===== src/rtl/agg_pkg.sv =====
package agg_pkg;
    localparam int WORD_W = 32;

    typedef logic [WORD_W-1:0] word_t;

    // Which kind of word an access hits after address decoding
    typedef enum logic [1:0] {
        SLOT_NONE   = 2'd0,
        SLOT_ENABLE = 2'd1,
        SLOT_STATUS = 2'd2
    } slot_kind_e;
endpackage


===== src/rtl/lvl_sync.sv =====
module lvl_sync #(
    parameter int W = 64
) (
    input  logic         clk,
    input  logic         rst_n,
    input  logic [W-1:0] raw_i,
    output logic [W-1:0] sync_o
);
    typedef struct packed {
        logic [W-1:0] meta;
        logic [W-1:0] stable;
    } sync_state_t;

    sync_state_t state_d, state_q;

    always_comb begin
        state_d        = state_q;
        state_d.meta   = raw_i;
        state_d.stable = state_q.meta;
    end

    always_ff @(posedge clk or negedge rst_n) begin
        if (!rst_n) state_q <= '0;
        else        state_q <= state_d;
    end

    assign sync_o = state_q.stable;

    // Checker bookkeeping: counts clock edges since reset, stopping at 2
    logic [1:0] age_q;
    always_ff @(posedge clk or negedge rst_n) begin
        if (!rst_n)              age_q <= 2'd0;
        else if (age_q != 2'd2)  age_q <= age_q + 2'd1;
    end

    // Two stages of delay from the raw input to the synchronized output
    assert_sync_delay_R10: assert property (@(posedge clk) disable iff (!rst_n)
        (age_q == 2'd2) |-> (sync_o == $past(raw_i, 2)));
endmodule


===== src/rtl/cpu_bank.sv =====
module cpu_bank
    import agg_pkg::*;
#(
    parameter int LINES  = 64,
    parameter int WIDX_W = 1
) (
    input  logic              clk,
    input  logic              rst_n,
    input  logic              wr_i,
    input  logic [WIDX_W-1:0] wr_word_i,
    input  word_t             wr_data_i,
    input  logic [LINES-1:0]  status_i,
    output logic [LINES-1:0]  en_o,
    output logic              irq_o
);
    typedef struct packed {
        logic [LINES-1:0] en;
        logic             irq;
    } bank_state_t;

    bank_state_t state_d, state_q;

    always_comb begin
        state_d = state_q;
        if (wr_i)
            state_d.en[int'(wr_word_i)*WORD_W +: WORD_W] = wr_data_i;
        // Request combines enable and status values from the same edge
        state_d.irq = |(state_q.en & status_i);
    end

    always_ff @(posedge clk or negedge rst_n) begin
        if (!rst_n) state_q <= '0;
        else        state_q <= state_d;
    end

    assign en_o  = state_q.en;
    assign irq_o = state_q.irq;

    // A write lands in the addressed enable word on the next edge
    assert_wr_lands_R2: assert property (@(posedge clk) disable iff (!rst_n)
        wr_i |=> (en_o[int'($past(wr_word_i))*WORD_W +: WORD_W] == $past(wr_data_i)));

    // A bank with nothing enabled never raises its request
    assert_masked_quiet_R5: assert property (@(posedge clk) disable iff (!rst_n)
        (en_o == '0) |=> !irq_o);

    // With no line active, the request drops on the next edge
    assert_no_source_quiet_R9: assert property (@(posedge clk) disable iff (!rst_n)
        (status_i == '0) |=> !irq_o);
endmodule


===== src/rtl/lvl_irq_aggregator.sv =====
module lvl_irq_aggregator
    import agg_pkg::*;
#(
    parameter int NUM_LINES = 64,
    parameter int NUM_CPUS  = 2,
    parameter int ADDR_W    = 8
) (
    input  logic                 clk,
    input  logic                 rst_n,
    input  logic [NUM_LINES-1:0] irq_lines_i,
    input  logic                 bus_sel_i,
    input  logic                 bus_we_i,
    input  logic [ADDR_W-1:0]    bus_addr_i,
    input  logic [31:0]          bus_wdata_i,
    output logic [31:0]          bus_rdata_o,
    output logic [NUM_CPUS-1:0]  cpu_irq_o
);
    localparam int NW         = NUM_LINES / WORD_W;
    localparam int WIDX_W     = (NW > 1) ? $clog2(NW) : 1;
    localparam int BANK_SHIFT = $clog2(NW * 8);
    localparam int SLOT_W     = BANK_SHIFT - 2;
    localparam int BANK_W     = ADDR_W - BANK_SHIFT;

    // ---------------- shared synchronizer ----------------
    logic [NUM_LINES-1:0] status;

    lvl_sync #(.W(NUM_LINES)) u_sync (
        .clk    (clk),
        .rst_n  (rst_n),
        .raw_i  (irq_lines_i),
        .sync_o (status)
    );

    // ---------------- address decode ----------------
    logic [BANK_W-1:0] bank_idx;
    logic [SLOT_W-1:0] slot;
    logic [1:0]        align;
    logic              bank_hit;
    slot_kind_e        kind;
    logic [WIDX_W-1:0] word;

    always_comb begin
        bank_idx = bus_addr_i[ADDR_W-1:BANK_SHIFT];
        slot     = bus_addr_i[BANK_SHIFT-1:2];
        align    = bus_addr_i[1:0];
        bank_hit = (int'(bank_idx) < NUM_CPUS) && (align == 2'b00);
        kind     = SLOT_NONE;
        word     = '0;
        if (bank_hit) begin
            if (int'(slot) < NW) begin
                kind = SLOT_ENABLE;
                word = WIDX_W'(NW - 1 - int'(slot));
            end else begin
                kind = SLOT_STATUS;
                word = WIDX_W'(2 * NW - 1 - int'(slot));
            end
        end
    end

    // ---------------- per-CPU banks ----------------
    logic [NUM_CPUS*NUM_LINES-1:0] en_flat;

    for (genvar c = 0; c < NUM_CPUS; c++) begin : g_bank
        logic bank_wr;
        assign bank_wr = bus_sel_i && bus_we_i && (kind == SLOT_ENABLE)
                         && (int'(bank_idx) == c);

        cpu_bank #(.LINES(NUM_LINES), .WIDX_W(WIDX_W)) u_bank (
            .clk       (clk),
            .rst_n     (rst_n),
            .wr_i      (bank_wr),
            .wr_word_i (word),
            .wr_data_i (bus_wdata_i),
            .status_i  (status),
            .en_o      (en_flat[c*NUM_LINES +: NUM_LINES]),
            .irq_o     (cpu_irq_o[c])
        );
    end

    // ---------------- read path ----------------
    typedef struct packed {
        word_t rdata;
    } rd_state_t;

    rd_state_t rd_d, rd_q;

    always_comb begin
        rd_d       = rd_q;
        rd_d.rdata = '0;
        if (bus_sel_i && !bus_we_i) begin
            unique case (kind)
                SLOT_ENABLE: begin
                    for (int c = 0; c < NUM_CPUS; c++)
                        if (int'(bank_idx) == c)
                            rd_d.rdata = en_flat[c*NUM_LINES + int'(word)*WORD_W +: WORD_W];
                end
                SLOT_STATUS: rd_d.rdata = status[int'(word)*WORD_W +: WORD_W];
                default:     rd_d.rdata = '0;
            endcase
        end
    end

    always_ff @(posedge clk or negedge rst_n) begin
        if (!rst_n) rd_q <= '0;
        else        rd_q <= rd_d;
    end

    assign bus_rdata_o = rd_q.rdata;

    // ---------------- assertions ----------------
    assert_status_wr_ignored_R4: assert property (@(posedge clk) disable iff (!rst_n)
        (bus_sel_i && bus_we_i && kind == SLOT_STATUS) |=> $stable(en_flat));

    assert_unmapped_wr_ignored_R7: assert property (@(posedge clk) disable iff (!rst_n)
        (bus_sel_i && bus_we_i && !bank_hit) |=> $stable(en_flat));

    assert_unmapped_rd_zero_R7: assert property (@(posedge clk) disable iff (!rst_n)
        (bus_sel_i && !bus_we_i && !bank_hit) |=> (bus_rdata_o == '0));

    assert_idle_rdata_R8: assert property (@(posedge clk) disable iff (!rst_n)
        !(bus_sel_i && !bus_we_i) |=> (bus_rdata_o == '0));
endmodule


===== config.mk =====
export PLATFORM = sky130hd
export DESIGN_NAME = lvl_irq_aggregator
export DESIGN_NICKNAME = d
export VERILOG_FILES = /design/src/rtl/agg_pkg.sv /design/src/rtl/lvl_sync.sv /design/src/rtl/cpu_bank.sv /design/src/rtl/lvl_irq_aggregator.sv
export SDC_FILE = /design/constraint.sdc
export NUM_CORES = 1
export LEC_CHECK = 0
export ABC_CLOCK_PERIOD_IN_PS = 1700
export BUFFER_PORTS_ARGS = -buffer_cell sky130_fd_sc_hd__buf_4
export CELL_PAD_IN_SITES_DETAIL_PLACEMENT = 1
export CELL_PAD_IN_SITES_GLOBAL_PLACEMENT = 1
export CORE_MARGIN = 2
export CORE_UTILIZATION = 43
export DETAILED_ROUTE_END_ITERATION = 7
export PLACE_DENSITY_LB_ADDON = 0.1
export SYNTH_ARGS = -nofsm -noshare
export SYNTH_HDL_FRONTEND = slang
export SYNTH_SLANG_ARGS = --single-unit
export TNS_END_PERCENT = 100

===== constraint.sdc =====
create_clock -name clk -period 1.7 [get_ports clk]
set_clock_uncertainty 0.2 [all_clocks]
set_input_delay 0.085 -clock clk [delete_from_list [all_inputs] [get_ports clk]]
set_output_delay 0.085 -clock clk [all_outputs]
set_load 0.03 [all_outputs]

==> flow_metrics.env, run 1 <==
export IMPL_status="complete, but fails checks"
export IMPL_violations="setup timing"
export IMPL_grt_overflow=0
export IMPL_reg2reg_slack_ps=-370
export IMPL_rows=58
export IMPL_vdd_drop_max_uv=983
export IMPL_synthToLayoutAreaGrowth_pct=56.9
export IMPL_slew_headroom_pct=44.3
export IMPL_p_sw_mw=3.94
export IMPL_dr_pass1_iters=5
export IMPL_pwr_share_comb_pct=9.7
export IMPL_seq_area_frac_synth_pct=66.6
export IMPL_crit_chain="a22o_1 -> a221oi_1 -> nand4_1 -> or4_1"
export IMPL_fin_nets=1361
export IMPL_path_class="reg2reg"
export IMPL_ys_warn_count=0
export IMPL_fmax_ghz=0.483
export IMPL_place_gp_congestion=0.887
export IMPL_synth_distinct_cells=27
export IMPL_slew_viol_final=0
export IMPL_critPathMaxFanout=3
export IMPL_syn_inst=747
export IMPL_numCtsBuffers=30
export IMPL_io_pins=142
export IMPL_grt_use_met2_pct=56.3
export IMPL_num_fill_cells=2313
export IMPL_antenna_found_initial=1
export IMPL_portBuffers=141
export IMPL_setup_ws_ps=-370
export IMPL_r2r_start="u_sync.sync_o[26]"
export IMPL_synth_nets=855
export IMPL_clock_power_share_pct=46.4
export IMPL_synth_edff_count=0
export IMPL_routed_wl_um=43100
export IMPL_hold_path_class="in2reg"
export IMPL_cp_arrival_ps=2300
export IMPL_seqPwrFrac_pct=43.9
export IMPL_dr_first_iter_drc_count=708
export IMPL_critPathMaxStageDelay_ps=520
export IMPL_worst_slew_pin_slew_ps=836
export IMPL_place_ws_ps=-524
export IMPL_hold_viol=0
export IMPL_layout_drive_gt1_share_pct=43.5
export IMPL_synth_area_sq_um=10900
export IMPL_drc=0
export IMPL_cts_root_buf="clkbuf_16"
export IMPL_async_reset_ff_share_pct=100
export IMPL_cp_required_ps=1930
export IMPL_rsz0062_at_grt="true"
export IMPL_yosys_top_cells_area="dfrtp_1, mux2_2, a221oi_1"
export IMPL_dieArea_sq_um=26600
export IMPL_stdcell_area_sq_um=17100
export IMPL_setup_viol=3
export IMPL_clk_latency_ps=570
export IMPL_grt_max_degree=65
export IMPL_placed_cell_area_sq_um=14000
export IMPL_endpoint_kind="flop"
export IMPL_post_synth_top_area_fraction_pct=66.6
export IMPL_viasPerCell=5.63
export IMPL_hold_start="bus_wdata_i[5]"
export IMPL_die_w_um=163
export IMPL_wire_per_inst_um=26.8
export IMPL_startpoint="u_sync.sync_o[26]"
export IMPL_clkTransAtPathRegs_ps=70
export IMPL_avgSynthCellArea_sq_um=14.6
export IMPL_internal_power_mw=12.9
export IMPL_grt_util_met3_pct=6.22
export IMPL_initial_utilization_pct=43.5
export IMPL_ys_ff_latch=290
export IMPL_htree_levels=1
export IMPL_crit_slowest_cell="or4_1"
export IMPL_min_period_over_period_pct=122
export IMPL_place_hpwl_um=25000
export IMPL_leakage_nw=8.31
export IMPL_cts_sinks=290
export IMPL_cts_tree="yes"
export IMPL_met1_usage_pct=39.2
export IMPL_busiest_layer="met2"
export IMPL_synth_area_leader_cell="dfrtp_1"
export IMPL_grt_pass1_vias=10540
export IMPL_p_per_area_nw_per_um2=985
export IMPL_holdWs_ps=130
export IMPL_synth_ff_type="dfrtp_1"
export IMPL_vias=9059
export IMPL_fin_crit_ps=2070
export IMPL_die_h_um=163
export IMPL_antenna_left=0
export IMPL_max_cap_violations=0
export IMPL_grt_pass1_wl_um=63200
export IMPL_grt_usage_pct=32.4
export IMPL_cts_buffer_depth=3
export IMPL_startpoint_type="flop"
export IMPL_post_route_util_pct=68.3
export IMPL_fin_total_pwr_mw=16.8
export IMPL_core_area_sq_um=25000
export IMPL_power_share_switching_pct=23.4
## through the flow
step           TNS, ps  instances
6_report          -747       1608
5_1_grt           -909       1607
4_1_cts           -702       1599
3_5_place_dp    -60490       1376
3_3_place_gp    -56510       1376
2_1_floorplan   -20760        747
## Yosys cell counts, types with 2 or more instances
cell,instances
mux2i_1,32
a21oi_1,34
nand4_1,8
clkbuf_1,25
nand2_1,73
mux2_2,120
buf_6,3
a22oi_1,24
a22o_1,32
and2_1,6
or4_1,2
mux2_1,8
buf_4,2
a221oi_1,64
a31oi_1,3
dfrtp_1,290
buf_1,2
buf_2,10
## layout by cell type (no fill, tap or decap), drive strengths merged
cell / Yosys / routed
buf: 17 / 347
dfrtp: 290 / 290
dlygate4sd3: 0 / 167
mux2: 128 / 128
nand2: 73 / 73
a221oi: 64 / 64
clkbuf: 25 / 38
a21oi: 34 / 34
mux2i: 32 / 32
a22o: 32 / 32
a22oi: 24 / 24
bufinv: 0 / 9
clkinv: 0 / 9
nand4: 8 / 8
and2: 7 / 7
nor4: 3 / 3
a31oi: 3 / 3
or4: 2 / 2
clkinvlp: 0 / 2
diode: 0 / 1
nor3: 1 / 1
nor2: 1 / 1
o31a: 1 / 1
or4b: 1 / 1
nand2b: 1 / 1
## worst max-delay path, delay by kind of cell (launching register included)
| family | cells | cell delay [ps] |
|---|---|---|
| flops | 1 | 470 |
| simple gates | 2 | 680 |
| compound gates | 2 | 600 |
## path summary, 6_finish.rpt
check,to,cells after the start
min reg2reg,u_sync.sync_o[56],0
min in group asynchronous,u_sync.state_d[62],3
max in group asynchronous,u_sync.state_d[59],4
min,g_bank[0].u_bank.en_o[37],3
max,g_bank[0].u_bank.irq_o,4
max reg2reg,g_bank[0].u_bank.irq_o,4
## flip-flops by register name, indices dropped and copies added (netlist names)
| signal | flops |
|---|---|
| bus_rdata_o | 32 |
| g_bank.u_bank.en_o | 128 |
| g_bank.u_bank.irq_o | 2 |
| u_sync.state_d | 64 |
| u_sync.sync_o | 64 |
## repair_timing
action,in CTS,in global routing
buffers inserted,0,6
resized for setup,8,11
pin swaps,4,4
setup endpoints to repair,2,37
hold buffers,167,0
endpoints found under the hold margin,514,0
gates cloned,0,2
## cells by family (layout without fill, tap and decap cells)
group	after synthesis	count (layout)	synth area share (%)
simple gates	97	97	4.15
compound gates	158	158	11.2
other cells	0	1	0
flops	290	290	66.6
buf+inv	42	572	1.84
mux	160	160	16.2
## area by class of cell
type | count | area, sq um | share of cell area [%]
diodes | 1 | 2.50 | 0.0146
clock buffers | 36 | 835 | 4.88
clock inverters | 20 | 338 | 1.98
multi-input cells | 415 | 3660 | 21.4
flip-flops and latches | 290 | 7260 | 42.5
well taps | 330 | 413 | 2.42
repair buffers | 516 | 4590 | 26.8
## per-layer routing
layer  wire length, um  part of all wire [%]
met5                 0                     0
met4              1890                   4.4
met3              2640                   6.1
met2             22000                    51
met1             16600                    38
## power by group through the flow
stage	Clock, mW	Sequential, mW	Combinational [mW]
detailed placement	0	7.49	1.25
global placement	0	7.48	1.20
floorplan	0	7.40	0.423
global route	8.17	7.41	1.74
CTS	7.79	7.37	1.57
finish	7.81	7.39	1.64
Power figures use the tool's default switching activity.
==> run 2: changes to the inputs <==
--- a/config.mk
+++ b/config.mk
@@ -15,2 +15,3 @@
 export PLACE_DENSITY_LB_ADDON = 0.1
+export SLEW_MARGIN = 5
 export SYNTH_ARGS = -nofsm -noshare
==> constraint.sdc (replaced) <==
create_clock -name clk -period 1.7 [get_ports clk]
set_clock_uncertainty 0.2 [all_clocks]
set_input_delay 0.34 -clock clk [delete_from_list [all_inputs] [get_ports clk]]
set_output_delay 0.34 -clock clk [all_outputs]
set_load 0.03 [all_outputs]
==> flow_metrics.env, run 2 (synthesized netlist as in run 1, its figures left out) <==
export IMPL_status="complete, but fails checks"
export IMPL_violations="setup timing"
export IMPL_dr_first_iter_drc_count=763
export IMPL_setup_viol=157
export IMPL_clkTransAtPathRegs_ps=70
export IMPL_reg2regPathDepth=4
export IMPL_clock_power_share_pct=46.9
export IMPL_die_w_um=163
export IMPL_clk_latency_ps=570
export IMPL_grt_overflow=0
export IMPL_setup_ws_ps=-501
export IMPL_fin_crit_ps=2200
export IMPL_viasPerCell=5.91
export IMPL_layout_drive_gt1_share_pct=52.0
export IMPL_rsz0062_at_grt="true"
export IMPL_reg2reg_to="g_bank[0].u_bank.irq_o"
export IMPL_whs_path_depth=0
export IMPL_leakage_nw=8.33
export IMPL_busiest_layer="met2"
export IMPL_antenna_left=0
export IMPL_portBuffers=141
export IMPL_grt_pass1_vias=10264
export IMPL_dieArea_sq_um=26600
export IMPL_vias=9158
export IMPL_grt_pass1_wl_um=65700
export IMPL_power_share_switching_pct=23.5
export IMPL_endpoint_kind="flop"
export IMPL_slew_headroom_pct=41.2
export IMPL_hold_viol=0
export IMPL_multiInputGateArea_sq_um=4130
export IMPL_cts_tree="yes"
export IMPL_initial_utilization_pct=43.5
export IMPL_grt_usage_pct=34.1
export IMPL_path_class="reg2reg"
export IMPL_p_sw_mw=4.00
export IMPL_antenna_found_initial=0
export IMPL_reg2reg_slack_ps=-500
export IMPL_p_per_area_nw_per_um2=986
export IMPL_grt_use_met2_pct=59.1
export IMPL_largest_register_ffs=128
export IMPL_dpl_cell_count=1372
export IMPL_fin_total_pwr_mw=17.0
export IMPL_regArea_sq_um=7260
export IMPL_io_pins=142
export IMPL_whs_endpoint="u_sync.sync_o[15]"
export IMPL_instances_no_fill=1550
export IMPL_internal_power_mw=13.0
export IMPL_htree_levels=1
export IMPL_core_area_sq_um=25000
export IMPL_pwr_share_comb_pct=9.6
export IMPL_worst_slew_pin_slew_ps=882
export IMPL_grt_max_degree=77
export IMPL_r2r_start="u_sync.sync_o[58]"
export IMPL_rows=58
export IMPL_grt_util_met3_pct=6.78
export IMPL_crit_slowest_cell="or4_4"
export IMPL_vdd_drop_max_uv=1120
export IMPL_min_period_over_period_pct=129
export IMPL_dr_pass1_iters=7
export IMPL_seqPwrFrac_pct=43.5
export IMPL_critPathMaxFanout=3
export IMPL_tns_ps=-36750
export IMPL_met1_usage_pct=41.1
export IMPL_mostFrequentLayoutCells="buf_4, dfrtp_1, dlygate4sd3_1, mux2_2, nand2_1"
export IMPL_cts_root_buf="clkbuf_16"
export IMPL_cts_sinks=290
export IMPL_critPathMaxStageDelay_ps=500
export IMPL_antenna_cells=0
export IMPL_num_fill_cells=2249
export IMPL_final_common_cell="buf_4"
export IMPL_cp_required_ps=1910
export IMPL_synthToLayoutAreaGrowth_pct=58.3
export IMPL_fmax_ghz=0.454
export IMPL_startpoint_type="flop"
export IMPL_cts_buffer_depth=3
export IMPL_crit_chain="a22o_1 -> a221oi_1 -> nand4_1 -> or4_4"
export IMPL_place_gp_congestion=0.901
export IMPL_drc=0
export IMPL_fin_nets=1306
export IMPL_wire_per_inst_um=30.2
export IMPL_cp_arrival_ps=2410
export IMPL_die_h_um=163
export IMPL_hold_path_class="reg2reg"
export IMPL_numCtsBuffers=31
export IMPL_holdWs_ps=148
export IMPL_place_ws_ps=-768
export IMPL_place_hpwl_um=25200
export IMPL_hold_start="u_sync.state_d[15]"
export IMPL_routed_wl_um=46800
export IMPL_max_cap_violations=0
export IMPL_slew_viol_final=0
==> run 2: cell types whose count changed in the layout (fill, tap and decap cells not counted), sizes merged <==
| cell | delta |
|---|---|
| diode | -1 |
| dlygate4sd3 | -70 |
| bufinv | +1 |
| clkbuf | +4 |
| buf | +12 |
| clkinv | -8 |
| clkinvlp | +2 |
| inv | +2 |
==> run 2: area by class of cell <==
cell class                 count  area share (%)
sequential                   290            42.1
tap                          330            2.39
clock inverter                17            2.05
clock buffer                  38            4.88
timing repair buffer         460            24.6
multi-input combinational    415            24.0
==> run 2: worst max path at each step <==
stage | start | end | cells after the start
after detailed placement | bus_addr_i[5] | g_bank[0].u_bank.en_o[7] | 6
after global placement | bus_addr_i[5] | g_bank[0].u_bank.en_o[18] | 6
after CTS | g_bank[0].u_bank.en_o[49] | g_bank[0].u_bank.irq_o | 5
after global routing | u_sync.sync_o[58] | g_bank[0].u_bank.irq_o | 4
after floorplan | bus_addr_i[5] | g_bank[0].u_bank.en_o[10] | 6
final | u_sync.sync_o[58] | g_bank[0].u_bank.irq_o | 4
==> run 2: routing by layer <==
metal | vias up | part of all wire [%]
met2 | 521 | 50
met5 | - | 0
met1 | 4763 | 37
li1 | 3694 | -
met4 | 0 | 5.7
met3 | 180 | 7.0
==> run 2: critical path: cells and delay by family (launching register included) <==
family | cells | cell delay, ps
AO/OA/AOI/OAI | 2 | 650
AND/OR/NAND/NOR | 2 | 730
flip-flops | 1 | 470
==> run 2: timing repair <==
item	in CTS	in global routing
hold endpoints to repair	482	0
gates resized for setup	88	87
cloned	11	4
hold buffers	97	0
buffers inserted	7	10
pin swaps	5	4
endpoints found under the setup margin	123	144
==> run 2: power by group through the flow <==
| stage | Sequential (mW) | Combinational (mW) | Clock, mW |
|---|---|---|---|
| floorplan | 7.40 | 0.425 | 0 |
| global placement | 7.47 | 1.21 | 0 |
| detailed placement | 7.48 | 1.26 | 0 |
| CTS | 7.37 | 1.52 | 7.94 |
| global route | 7.40 | 1.71 | 8.29 |
| finish | 7.39 | 1.63 | 7.97 |
==> run 2: metrics by stage <==
stage          area, sq um  utilization [%]
4_1_cts              16800             67.2
6_report             17200             68.9
3_3_place_gp         13900             55.7
3_5_place_dp         13900             55.7
2_1_floorplan        11000                -
5_1_grt              17200             68.9
==> run 3: changes to the inputs <==
- ABC_AREA: default -> 1
- CORE_UTILIZATION: 43 -> 40
- GPL_TIMING_DRIVEN: default -> 0
==> flow_metrics.env, run 3 <==
export IMPL_p_per_area_nw_per_um2=992
export IMPL_syn_inst=1309
export IMPL_antenna_cells=0
export IMPL_dr_pass1_iters=5
export IMPL_place_hpwl_um=28500
export IMPL_wire_per_inst_um=21.1
export IMPL_grt_pass1_vias=11153
export IMPL_synth_most_common_cell="nand2_1"
export IMPL_synth_area_leader_cell="dfrtp_1"
export IMPL_crit_slowest_cell="buf_2"
export IMPL_initial_utilization_pct=40.6
export IMPL_vias=10268
export IMPL_holdWs_ps=57.1
export IMPL_cts_tree="yes"
export IMPL_synth_common_cells="nand2_1, dfrtp_1, inv_1"
export IMPL_io_pins=142
export IMPL_num_fill_cells=3370
export IMPL_grt_pass1_wl_um=65200
export IMPL_crit_top_cell="nor2_4"
export IMPL_vdd_drop_max_uv=669
export IMPL_ys_ff_latch=290
export IMPL_seq_area_frac_synth_pct=60.5
export IMPL_slew_headroom_pct=35.6
export IMPL_yosys_top_cells_area="dfrtp_1, nand2_1, o21ai_1"
export IMPL_antenna_left=0
export IMPL_synth_distinct_cells=32
export IMPL_cts_sinks=290
export IMPL_cts_root_buf="clkbuf_16"
export IMPL_synth_ff_type="dfrtp_1"
export IMPL_place_gp_congestion=0.851
export IMPL_numCtsBuffers=31
export IMPL_fin_nets=1691
export IMPL_grt_max_degree=120
export IMPL_portBuffers=140
export IMPL_mostFrequentLayoutCells="nand2_1, dfrtp_1, inv_1, buf_4, o21ai_1"
export IMPL_slew_viol_final=0
export IMPL_placed_cell_area_sq_um=13600
export IMPL_synth_edff_count=0
export IMPL_stdcell_area_sq_um=15900
export IMPL_final_common_cell="nand2_1"
export IMPL_layout_drive_gt1_share_pct=17.5
export IMPL_fmax_ghz=0.593
export IMPL_post_synth_top_area_fraction_pct=60.5
export IMPL_synth_area_sq_um=12000
export IMPL_crit_chain="buf_4 -> nor2_4 -> nand2_4 -> nor2_4 -> nand2_2 -> inv_1 -> buf_2 -> nand2_1 -> a21oi_1"
export IMPL_die_h_um=177
export IMPL_core_area_sq_um=29600
export IMPL_cp_arrival_ps=1950
export IMPL_critPathMaxStageDelay_ps=360
export IMPL_grt_usage_pct=27.7
export IMPL_endpoint_kind="flop"
export IMPL_path_class="in2reg"
export IMPL_grt_overflow=0
export IMPL_rows=63
export IMPL_ys_warn_count=0
export IMPL_cp_required_ps=1970
export IMPL_hold_viol=0
export IMPL_hold_path_class="in2reg"
export IMPL_critPathMaxFanout=10
export IMPL_htree_levels=1
export IMPL_antenna_found_initial=0
export IMPL_routed_wl_um=42200
export IMPL_worst_slew_pin_slew_ps=966
export IMPL_min_period_over_period_pct=99.2
export IMPL_synth_nets=1417
export IMPL_setup_viol=0
export IMPL_viasPerCell=5.14
export IMPL_startpoint_type="input port"
export IMPL_cts_buffer_depth=3
export IMPL_dieArea_sq_um=31400
export IMPL_clkTransAtPathRegs_ps=60
export IMPL_clk_latency_ps=570
export IMPL_largest_register_ffs=128
export IMPL_fin_crit_ps=1690
export IMPL_async_reset_ff_share_pct=100
export IMPL_dr_first_iter_drc_count=767
export IMPL_max_cap_violations=0
export IMPL_die_w_um=177
export IMPL_leakage_nw=7.65
export IMPL_avgSynthCellArea_sq_um=9.17
export IMPL_drc=0
export IMPL_status="completed"
export IMPL_synthToLayoutAreaGrowth_pct=32.5
run 3: cell types whose count changed after synthesis, sizes merged, moves of 27 or more:
cell / delta
a221oi: -62
o21ai: +146
nand3: +115
inv: +172
nand2: +289
buf: +34
mux2i: -32
a22o: -27
mux2: -128
run 3: per-layer routing:
metal	track usage (%)	wire length (um)
met1	38.2	18800
met2	45.5	19700
met3	3.84	2550
met4	8.44	1130
met5	0	0
run 3: logic make-up (layout without fill, tap and decap cells):
family                 after synthesis  after routing  synth area share [%]
and+or+nand+nor                    539            540                  20.2
DFF                                290            290                  60.5
AOI/OAI and AO/OA                  241            241                  11.2
buffers and inverters              239            537                  8.18
run 3: worst paths after layout:
check                                          from                         to  slack [ps]  cells past startpoint
setup / recovery                      bus_addr_i[7]            bus_rdata_o[30]          10                      9
min in group asynchronous                     rst_n         u_sync.state_d[37]         120                      2
hold reg to reg                  u_sync.state_d[13]          u_sync.sync_o[13]         150                      0
hold / removal                             bus_we_i             bus_rdata_o[1]          60                      4
max in group asynchronous                     rst_n  g_bank[0].u_bank.en_o[54]         210                      3
setup reg to reg           g_bank[1].u_bank.en_o[1]     g_bank[1].u_bank.irq_o          20                      6
run 3: layout make-up:
class                      instances  area, sq um  area share (%)
buffer                            65          380            2.39
clock buffer                      42          887            5.58
clock inverter                    16          288            1.81
inverter                         172          652            4.10
multi-input combinational        781         3840            24.1
sequential                       290         7260            45.6
tap                              390          488            3.07
timing repair buffer             242         2110            13.3
run 3: timing repair:
action	in CTS	in global routing
hold endpoints to repair	253	0
hold buffers	97	0
endpoints found under the setup margin	18	71
gates cloned	0	1
pin swaps	0	2
setup buffers	0	3
gates resized for setup	11	42
run 3: power by group:
part / total [mW] / switching, mW / internal [mW]
logic: 0.926 / 0.524 / 0.402
clock network: 7.67 / 2.82 / 4.85
registers: 7.19 / 0.113 / 7.08
run 3: worst max-delay path: cells and delay by family:
family,cells,cell delay (ps)
simple gates,5,700
compound gates,1,220
buf+inv,3,680
run 3: stage by stage:
step                power [mW]  setup WS [ps]  instances  util, %  setup TNS (ps)
floorplan                 7.50           3.95       1309        -               0
detailed placement        8.04          -1060       1841     46.0          -79460
global route              16.3          -4.15       1998     53.8           -6.02
CTS                       15.9           1.45       1994     53.4               0
global placement          8.01          -2420       1839     45.8         -765010
finish                    15.8           13.8       1998     53.8               0
